File: src/rtl/pte_fill_pkg.sv
package pte_fill_pkg;

    // Entry word layout, fixed by the table consumer
    localparam int PAGE_SHIFT = 12;
    localparam int PFN_W      = 24;
    localparam int ENTRY_W    = 32;
    localparam int FLAG_W     = 4;
    localparam int PAD_W      = ENTRY_W - PFN_W - FLAG_W;
    localparam int SUPER_BIT  = 31;
    localparam int BIG_BIT    = 30;
    localparam int WR_BIT     = 29;
    localparam int VAL_BIT    = 28;

    // Step sizes, as log2 of the entry count
    localparam int SUPER_LOG2 = 8;
    localparam int BIG_LOG2   = 4;
    localparam int RUN_W      = SUPER_LOG2 + 1;

    typedef enum logic [1:0] {
        ST_OK      = 2'd0,
        ST_RANGE   = 2'd1,
        ST_TIMEOUT = 2'd2,
        ST_LENGTH  = 2'd3
    } fill_status_e;

    typedef struct packed {
        logic super_f;
        logic big_f;
        logic wr_f;
        logic val_f;
    } pte_flags_t;

endpackage

File: src/rtl/pte_size_sel.sv
module pte_size_sel
    import pte_fill_pkg::*;
#(
    parameter int VPN_W = 20,
    parameter int PG_W  = 20
) (
    input  logic [VPN_W-1:0] vpn,
    input  logic [PFN_W-1:0] pfn,
    input  logic [PG_W-1:0]  rem,
    output logic [RUN_W-1:0] npages,
    output pte_flags_t       flags,
    output logic             ovf
);
    localparam int SUPER_N = 1 << SUPER_LOG2;
    localparam int BIG_N   = 1 << BIG_LOG2;

    typedef enum logic [1:0] {CH_SMALL, CH_BIG, CH_SUPER} chunk_e;

    chunk_e          chunk;
    logic            super_ok;
    logic            big_ok;
    logic [PFN_W:0]  frame_end;

    // Both the virtual page and the frame must be aligned to the step
    assign super_ok = (rem >= PG_W'(SUPER_N))
                   && (vpn[SUPER_LOG2-1:0] == '0)
                   && (pfn[SUPER_LOG2-1:0] == '0);
    assign big_ok   = (rem >= PG_W'(BIG_N))
                   && (vpn[BIG_LOG2-1:0] == '0)
                   && (pfn[BIG_LOG2-1:0] == '0);

    always_comb begin
        if (super_ok) begin
            chunk  = CH_SUPER;
            npages = RUN_W'(SUPER_N);
        end else if (big_ok) begin
            chunk  = CH_BIG;
            npages = RUN_W'(BIG_N);
        end else begin
            chunk  = CH_SMALL;
            npages = RUN_W'(1);
        end
    end

    always_comb begin
        flags.super_f = (chunk == CH_SUPER);
        flags.big_f   = (chunk == CH_BIG);
        flags.wr_f    = 1'b1;
        flags.val_f   = 1'b1;
    end

    // The step overflows if its last frame plus one reaches 2^PFN_W
    assign frame_end = {1'b0, pfn} + (PFN_W+1)'(npages);
    assign ovf       = frame_end[PFN_W];

endmodule

File: src/rtl/pte_flush_seq.sv
module pte_flush_seq #(
    parameter int WAIT_LIMIT = 64
) (
    input  logic clk,
    input  logic rst_n,
    input  logic start,
    input  logic cache_flushing,
    input  logic tlb_clearing,
    output logic cache_flush_go,
    output logic tlb_clear_go,
    output logic finish,
    output logic timed_out
);
    localparam int CNT_W = $clog2(WAIT_LIMIT) + 1;

    typedef enum logic [2:0] {F_IDLE, F_CGO, F_CWAIT, F_TGO, F_TWAIT, F_FIN} fs_e;

    fs_e              st_q, st_d;
    logic [CNT_W-1:0] cnt_q, cnt_d;
    logic             to_q, to_d;

    always_ff @(posedge clk) begin
        if (!rst_n) begin
            st_q  <= F_IDLE;
            cnt_q <= '0;
            to_q  <= 1'b0;
        end else begin
            st_q  <= st_d;
            cnt_q <= cnt_d;
            to_q  <= to_d;
        end
    end

    always_comb begin
        st_d  = st_q;
        cnt_d = cnt_q;
        to_d  = to_q;
        unique case (st_q)
            F_IDLE: begin
                if (start) begin
                    st_d = F_CGO;
                    to_d = 1'b0;
                end
            end
            F_CGO: begin
                st_d  = F_CWAIT;
                cnt_d = '0;
            end
            F_CWAIT: begin
                if (!cache_flushing) begin
                    st_d = F_TGO;
                end else if (cnt_q == CNT_W'(WAIT_LIMIT - 1)) begin
                    st_d = F_FIN;
                    to_d = 1'b1;
                end else begin
                    cnt_d = cnt_q + CNT_W'(1);
                end
            end
            F_TGO: begin
                st_d  = F_TWAIT;
                cnt_d = '0;
            end
            F_TWAIT: begin
                if (!tlb_clearing) begin
                    st_d = F_FIN;
                end else if (cnt_q == CNT_W'(WAIT_LIMIT - 1)) begin
                    st_d = F_FIN;
                    to_d = 1'b1;
                end else begin
                    cnt_d = cnt_q + CNT_W'(1);
                end
            end
            F_FIN:   st_d = F_IDLE;
            default: st_d = F_IDLE;
        endcase
    end

    always_comb begin
        cache_flush_go = (st_q == F_CGO);
        tlb_clear_go   = (st_q == F_TGO);
        finish         = (st_q == F_FIN);
        timed_out      = to_q;
    end


    go_exclusive_chk: assert property (@(posedge clk) disable iff (!rst_n)
        !(cache_flush_go && tlb_clear_go));


    tlb_after_cache_chk: assert property (@(posedge clk) disable iff (!rst_n)
        tlb_clear_go |-> ($past(st_q) == F_CWAIT) && !$past(cache_flushing));


    timeout_busy_chk: assert property (@(posedge clk) disable iff (!rst_n)
        (finish && timed_out) |-> $past(cache_flushing || tlb_clearing));

endmodule

File: src/rtl/pte_fill_engine.sv
module pte_fill_engine
    import pte_fill_pkg::*;
#(
    parameter int VPN_W      = 20,
    parameter int LEN_W      = 32,
    parameter int WAIT_LIMIT = 64
) (
    input  logic               clk,
    input  logic               rst_n,
    input  logic               cmd_valid,
    input  logic               cmd_clear,
    input  logic               cmd_flush,
    input  logic [VPN_W-1:0]   cmd_vpn,
    input  logic [PFN_W-1:0]   cmd_pfn,
    input  logic [LEN_W-1:0]   cmd_len,
    output logic               cmd_ready,
    output logic               mem_we,
    output logic [VPN_W-1:0]   mem_addr,
    output logic [ENTRY_W-1:0] mem_wdata,
    output logic               cache_flush_go,
    input  logic               cache_flushing,
    output logic               tlb_clear_go,
    input  logic               tlb_clearing,
    output logic               done,
    output logic [1:0]         done_status
);
    localparam int PG_W = LEN_W - PAGE_SHIFT;

    typedef enum logic [2:0] {S_IDLE, S_PICK, S_MAP, S_WIPE, S_KICK, S_DRAIN, S_DONE} state_e;

    state_e           st_q, st_d;
    logic [VPN_W-1:0] vpn_q, vpn_d;
    logic [PFN_W-1:0] pfn_q, pfn_d;
    logic [PG_W-1:0]  rem_q, rem_d;
    logic [RUN_W-1:0] run_q, run_d;
    pte_flags_t       flags_q, flags_d;
    logic             flush_q, flush_d;
    fill_status_e     stat_q, stat_d;

    logic [RUN_W-1:0] sel_pages;
    pte_flags_t       sel_flags;
    logic             sel_ovf;
    logic             fs_start;
    logic             fs_finish;
    logic             fs_timeout;

    pte_size_sel #(.VPN_W(VPN_W), .PG_W(PG_W)) u_size (
        .vpn    (vpn_q),
        .pfn    (pfn_q),
        .rem    (rem_q),
        .npages (sel_pages),
        .flags  (sel_flags),
        .ovf    (sel_ovf)
    );

    pte_flush_seq #(.WAIT_LIMIT(WAIT_LIMIT)) u_flush (
        .clk            (clk),
        .rst_n          (rst_n),
        .start          (fs_start),
        .cache_flushing (cache_flushing),
        .tlb_clearing   (tlb_clearing),
        .cache_flush_go (cache_flush_go),
        .tlb_clear_go   (tlb_clear_go),
        .finish         (fs_finish),
        .timed_out      (fs_timeout)
    );

    // State register and datapath registers
    always_ff @(posedge clk) begin
        if (!rst_n) begin
            st_q    <= S_IDLE;
            vpn_q   <= '0;
            pfn_q   <= '0;
            rem_q   <= '0;
            run_q   <= '0;
            flags_q <= '0;
            flush_q <= 1'b0;
            stat_q  <= ST_OK;
        end else begin
            st_q    <= st_d;
            vpn_q   <= vpn_d;
            pfn_q   <= pfn_d;
            rem_q   <= rem_d;
            run_q   <= run_d;
            flags_q <= flags_d;
            flush_q <= flush_d;
            stat_q  <= stat_d;
        end
    end

    // Next state and datapath updates
    always_comb begin
        st_d    = st_q;
        vpn_d   = vpn_q;
        pfn_d   = pfn_q;
        rem_d   = rem_q;
        run_d   = run_q;
        flags_d = flags_q;
        flush_d = flush_q;
        stat_d  = stat_q;
        unique case (st_q)
            S_IDLE: begin
                if (cmd_valid) begin
                    vpn_d   = cmd_vpn;
                    pfn_d   = cmd_pfn;
                    rem_d   = cmd_len[LEN_W-1:PAGE_SHIFT];
                    flush_d = cmd_flush;
                    stat_d  = ST_OK;
                    if (cmd_len[PAGE_SHIFT-1:0] != '0) begin
                        stat_d = ST_LENGTH;
                        st_d   = S_DONE;
                    end else if (cmd_len[LEN_W-1:PAGE_SHIFT] == '0) begin
                        st_d = cmd_flush ? S_KICK : S_DONE;
                    end else begin
                        st_d = cmd_clear ? S_WIPE : S_PICK;
                    end
                end
            end
            S_PICK: begin
                if (sel_ovf) begin
                    stat_d = ST_RANGE;
                    st_d   = S_DONE;
                end else begin
                    run_d   = sel_pages;
                    flags_d = sel_flags;
                    st_d    = S_MAP;
                end
            end
            S_MAP: begin
                vpn_d = vpn_q + VPN_W'(1);
                pfn_d = pfn_q + PFN_W'(1);
                rem_d = rem_q - PG_W'(1);
                run_d = run_q - RUN_W'(1);
                if (rem_q == PG_W'(1)) begin
                    st_d = flush_q ? S_KICK : S_DONE;
                end else if (run_q == RUN_W'(1)) begin
                    st_d = S_PICK;
                end
            end
            S_WIPE: begin
                vpn_d = vpn_q + VPN_W'(1);
                rem_d = rem_q - PG_W'(1);
                if (rem_q == PG_W'(1)) begin
                    st_d = flush_q ? S_KICK : S_DONE;
                end
            end
            S_KICK:  st_d = S_DRAIN;
            S_DRAIN: begin
                if (fs_finish) begin
                    stat_d = fs_timeout ? ST_TIMEOUT : ST_OK;
                    st_d   = S_DONE;
                end
            end
            S_DONE:  st_d = S_IDLE;
            default: st_d = S_IDLE;
        endcase
    end

    // Outputs decoded from the state
    always_comb begin
        cmd_ready   = (st_q == S_IDLE);
        mem_we      = (st_q == S_MAP) || (st_q == S_WIPE);
        mem_addr    = vpn_q;
        mem_wdata   = (st_q == S_MAP) ? {flags_q, {PAD_W{1'b0}}, pfn_q} : '0;
        fs_start    = (st_q == S_KICK);
        done        = (st_q == S_DONE);
        done_status = stat_q;
    end


    done_pulse_chk: assert property (@(posedge clk) disable iff (!rst_n)
        done |=> !done);


    ready_quiet_chk: assert property (@(posedge clk) disable iff (!rst_n)
        cmd_ready |-> !mem_we && !done);


    addr_step_chk: assert property (@(posedge clk) disable iff (!rst_n)
        (mem_we && $past(mem_we)) |-> mem_addr == VPN_W'($past(mem_addr) + VPN_W'(1)));


    mapped_bits_chk: assert property (@(posedge clk) disable iff (!rst_n)
        (mem_we && mem_wdata != '0) |-> mem_wdata[WR_BIT] && mem_wdata[VAL_BIT]);


    super_align_chk: assert property (@(posedge clk) disable iff (!rst_n)
        (mem_we && mem_wdata[SUPER_BIT]) |->
            mem_addr[SUPER_LOG2-1:0] == mem_wdata[SUPER_LOG2-1:0] && !mem_wdata[BIG_BIT]);


    big_align_chk: assert property (@(posedge clk) disable iff (!rst_n)
        (mem_we && mem_wdata[BIG_BIT]) |->
            mem_addr[BIG_LOG2-1:0] == mem_wdata[BIG_LOG2-1:0]);


    bad_len_chk: assert property (@(posedge clk) disable iff (!rst_n)
        (cmd_ready && cmd_valid && cmd_len[PAGE_SHIFT-1:0] != '0) |=> done && !mem_we);

endmodule

File: config.mk
export PLATFORM = sky130hd
export DESIGN_NAME = pte_fill_engine
export DESIGN_NICKNAME = d
export VERILOG_FILES = /design/src/rtl/pte_fill_pkg.sv /design/src/rtl/pte_size_sel.sv /design/src/rtl/pte_flush_seq.sv /design/src/rtl/pte_fill_engine.sv
export SDC_FILE = /design/constraint.sdc
export NUM_CORES = 1
export LEC_CHECK = 0
export BUFFER_PORTS_ARGS = -buffer_cell sky130_fd_sc_hd__buf_2
export CAP_MARGIN = 20
export CORE_UTILIZATION = 54
export DETAILED_ROUTE_END_ITERATION = 10
export MAX_ROUTING_LAYER = met4
export PLACE_DENSITY = 0.81
export SYNTH_ARGS = -nofsm -noshare
export SYNTH_HDL_FRONTEND = slang
export SYNTH_SLANG_ARGS = --single-unit
File: constraint.sdc
create_clock -name clk -period 3.6 [get_ports clk]
set_clock_uncertainty 0.1 [all_clocks]
set_input_delay 0.72 -clock clk [delete_from_list [all_inputs] [get_ports clk]]
set_output_delay 0.72 -clock clk [all_outputs]
set_load 0.05 [all_outputs]
==> impl_metrics.ini <==
[drt]
dr.pass1.iters = 5
routedWlPerCell_um = 16.7
drtIter0Drc = 602
antenna_left = 0
drc = 0
wirelength_mm = 16.5
viasPerCell = 6.36
vias = 6301

[sta]
whs_ps = 355
max_slew.worst_pin.slew_ps = 1000
tns_ps = 0
setup_violations = 0
hold_viol_final = 0
fmaxAchievable_mhz = 316
post-route-period-util_pct = 88.0
rsz0062_at_grt = no
fin_ws_ps = 431
slew_headroom_pct = 32.5
finalMaxSlewViolations = 0
period_minus_slack_ps = 3170

[cells_and_area]
finalNonFillerCells = 990
diodes = 0
final_core_util_pct = 64.5
finalNetCount = 944
final_area_um2 = 6650
drive_above_1_share_pct = 22.4
syn2layout_area_growth_pct = 16.1

[place]
pre_cts_ws_ps = 456
postPlaceCellArea_um2 = 6440
io_buffers = 137
gp_congestion = 0.906
dp.cells = 974
dpl.hpwl_mm = 12.0

[clock_tree]
cts-hold-fix-buffers = 0
cts_num_sinks = 93
clockRootBuffer = clkbuf_8
cts.clk_slew.worst_paths_ps = 90
htreeDepth = 3
cts_setup_buffers = 0
cts_tree = done
clk_latency_ps = 360
cts_inserted_buffers = 9
ctsResizeCount = 0
ctsLongestPathBuffers = 2

[synthesis]
ys_ff_latch = 93
syn_area_per_cell_um2 = 7.74
synth_top_cell_by_area = dfxtp_1
synth_flop_cell = dfxtp_1
synth_most_common_cell = dfxtp_1
synth_common_cells = 93 x dfxtp_1, 62 x nand2_1, 62 x nor2_1
synth_cell_types = 73
ys_warn_count = 0
yosys-top-cells-area = dfxtp_1 32%, a21oi_1 4.5%, o21ai_0 4.4%
synth_edf_count = 0
ys_seq_area_share_pct = 32.5
syn_area_um2 = 5730
synthArstFlopShare_pct = 0
synth_top_area_share_pct = 32.5
synth_cells = 741

[worst_setup_path]
crit_required_ps = 3750
critPathKind = reg -> reg
cp-end-kind = flip-flop
worstPathArrival_ps = 3320
critPathLaunchType = flip-flop
crit_fanout = 9

[worst_hold_path]
hold_class = reg -> reg

[floorplanning]
ios = 142
dieHeight_um = 105
die_area_um2 = 11000
core_area_um2 = 10300
die_w_um = 105
start_util_pct = 55.5
num_rows = 37

[power]
ir_worst_vdd_mv = 0.351
design_power_total_mw = 5.14
p_per_area_nw_per_um2 = 772
power_leakage_nw = 2.68

[status]
status = completed

[global_routing]
grt_antenna_before_repair = 0
grt-ovfl-total = 0
grt_usage_pct = 30.8
grt_max_degree = 41
grt_pass1_vias = 5731
grt_pass1_wl_mm = 27.3

[run]
max_cap_violations = 0
final timing paths:
check,from,end,slack (ps),cells past startpoint
setup / recovery,rem_q[9]$_SDFFE_PN0P_,run_q[0]$_SDFFE_PN0P_,430,9
hold / removal,done_status[0]$_SDFFE_PN0P_,done_status[0]$_SDFFE_PN0P_,350,2
setup reg to reg,rem_q[9]$_SDFFE_PN0P_,run_q[0]$_SDFFE_PN0P_,430,9
hold reg to reg,done_status[0]$_SDFFE_PN0P_,done_status[0]$_SDFFE_PN0P_,350,2
sequential cells by signal (all words and copies together) (netlist names):
| signal | flops |
|---|---|
| pfn_q | 24 |
| mem_addr | 20 |
| rem_q | 20 |
| run_q | 9 |
| u_flush.cnt_q | 7 |
| flags_q | 3 |
| st_q | 3 |
| u_flush.st_q | 3 |
| done_status | 2 |
| flush_q | 1 |
| u_flush.timed_out | 1 |
placed cells by master, fill, tap and decap left out, types with 5 or more instances in the layout:
cell type	instances
o21a_1	11
buf_2	137
a221oi_1	11
nor4_1	24
nor2_1	62
o211ai_1	9
o31a_1	5
a31oi_1	17
o31ai_1	5
buf_4	12
nand2b_1	5
xnor2_1	5
nand4_1	15
or2_2	6
dfxtp_1	93
clkbuf_8	9
a21oi_1	52
ha_1	12
or4_4	5
nand2_1	62
nand3_1	25
and3_1	17
a211oi_1	16
o21ai_0	50
inv_1	24
a311oi_1	13
or3_1	13
and2_1	28
nor3_1	26
power by group:
part           switching, mW  internal, mW
Clock                  0.381         0.392
Combinational           1.66         0.924
Sequential             0.452          1.33
logic make-up (layout without fill, tap and decap cells):
logic type      Yosys count  count (layout)  synth area share, %
xor+xnor                  7               7                 1.07
fa+ha+maj                12              12                 2.62
compound gates          226             226                 26.4
buf+inv                  80             190                 6.24
simple gates            314             314                 29.7
mux                       8               8                 1.48
flops                    93              93                 32.5
other cells               1               4               0.0654
cell type report:
| class | count | area, um^2 |
|---|---|---|
| Fill cell | 925 | 3670 |
| Clock inverter | 6 | 86.3 |
| Timing Repair Buffer | 149 | 776 |
| Inverter | 25 | 93.8 |
| Tap cell | 136 | 170 |
| Sequential cell | 93 | 1860 |
| Clock buffer | 10 | 128 |
| Multi-Input combinational cell | 571 | 3540 |
critical path, cell delays in order (launching register included):
cell and delay [ps]:
dfxtp_1 390, or4_4 560, or4_4 580, o221a_4 270, ha_1 270, inv_1 40, o21a_1 180, or3_1 420
a31oi_1 190, a21oi_1 80
per-layer routing:
layer	track usage, %	part of all wire (%)	vias up
met3	4.18	7.4	30
met5	-	0	-
met2	50.8	48	314
met4	9.56	1.8	0
met1	39.0	43	2959
li1	-	-	2998
No activity file was read; power rests on OpenSTA's default activity.
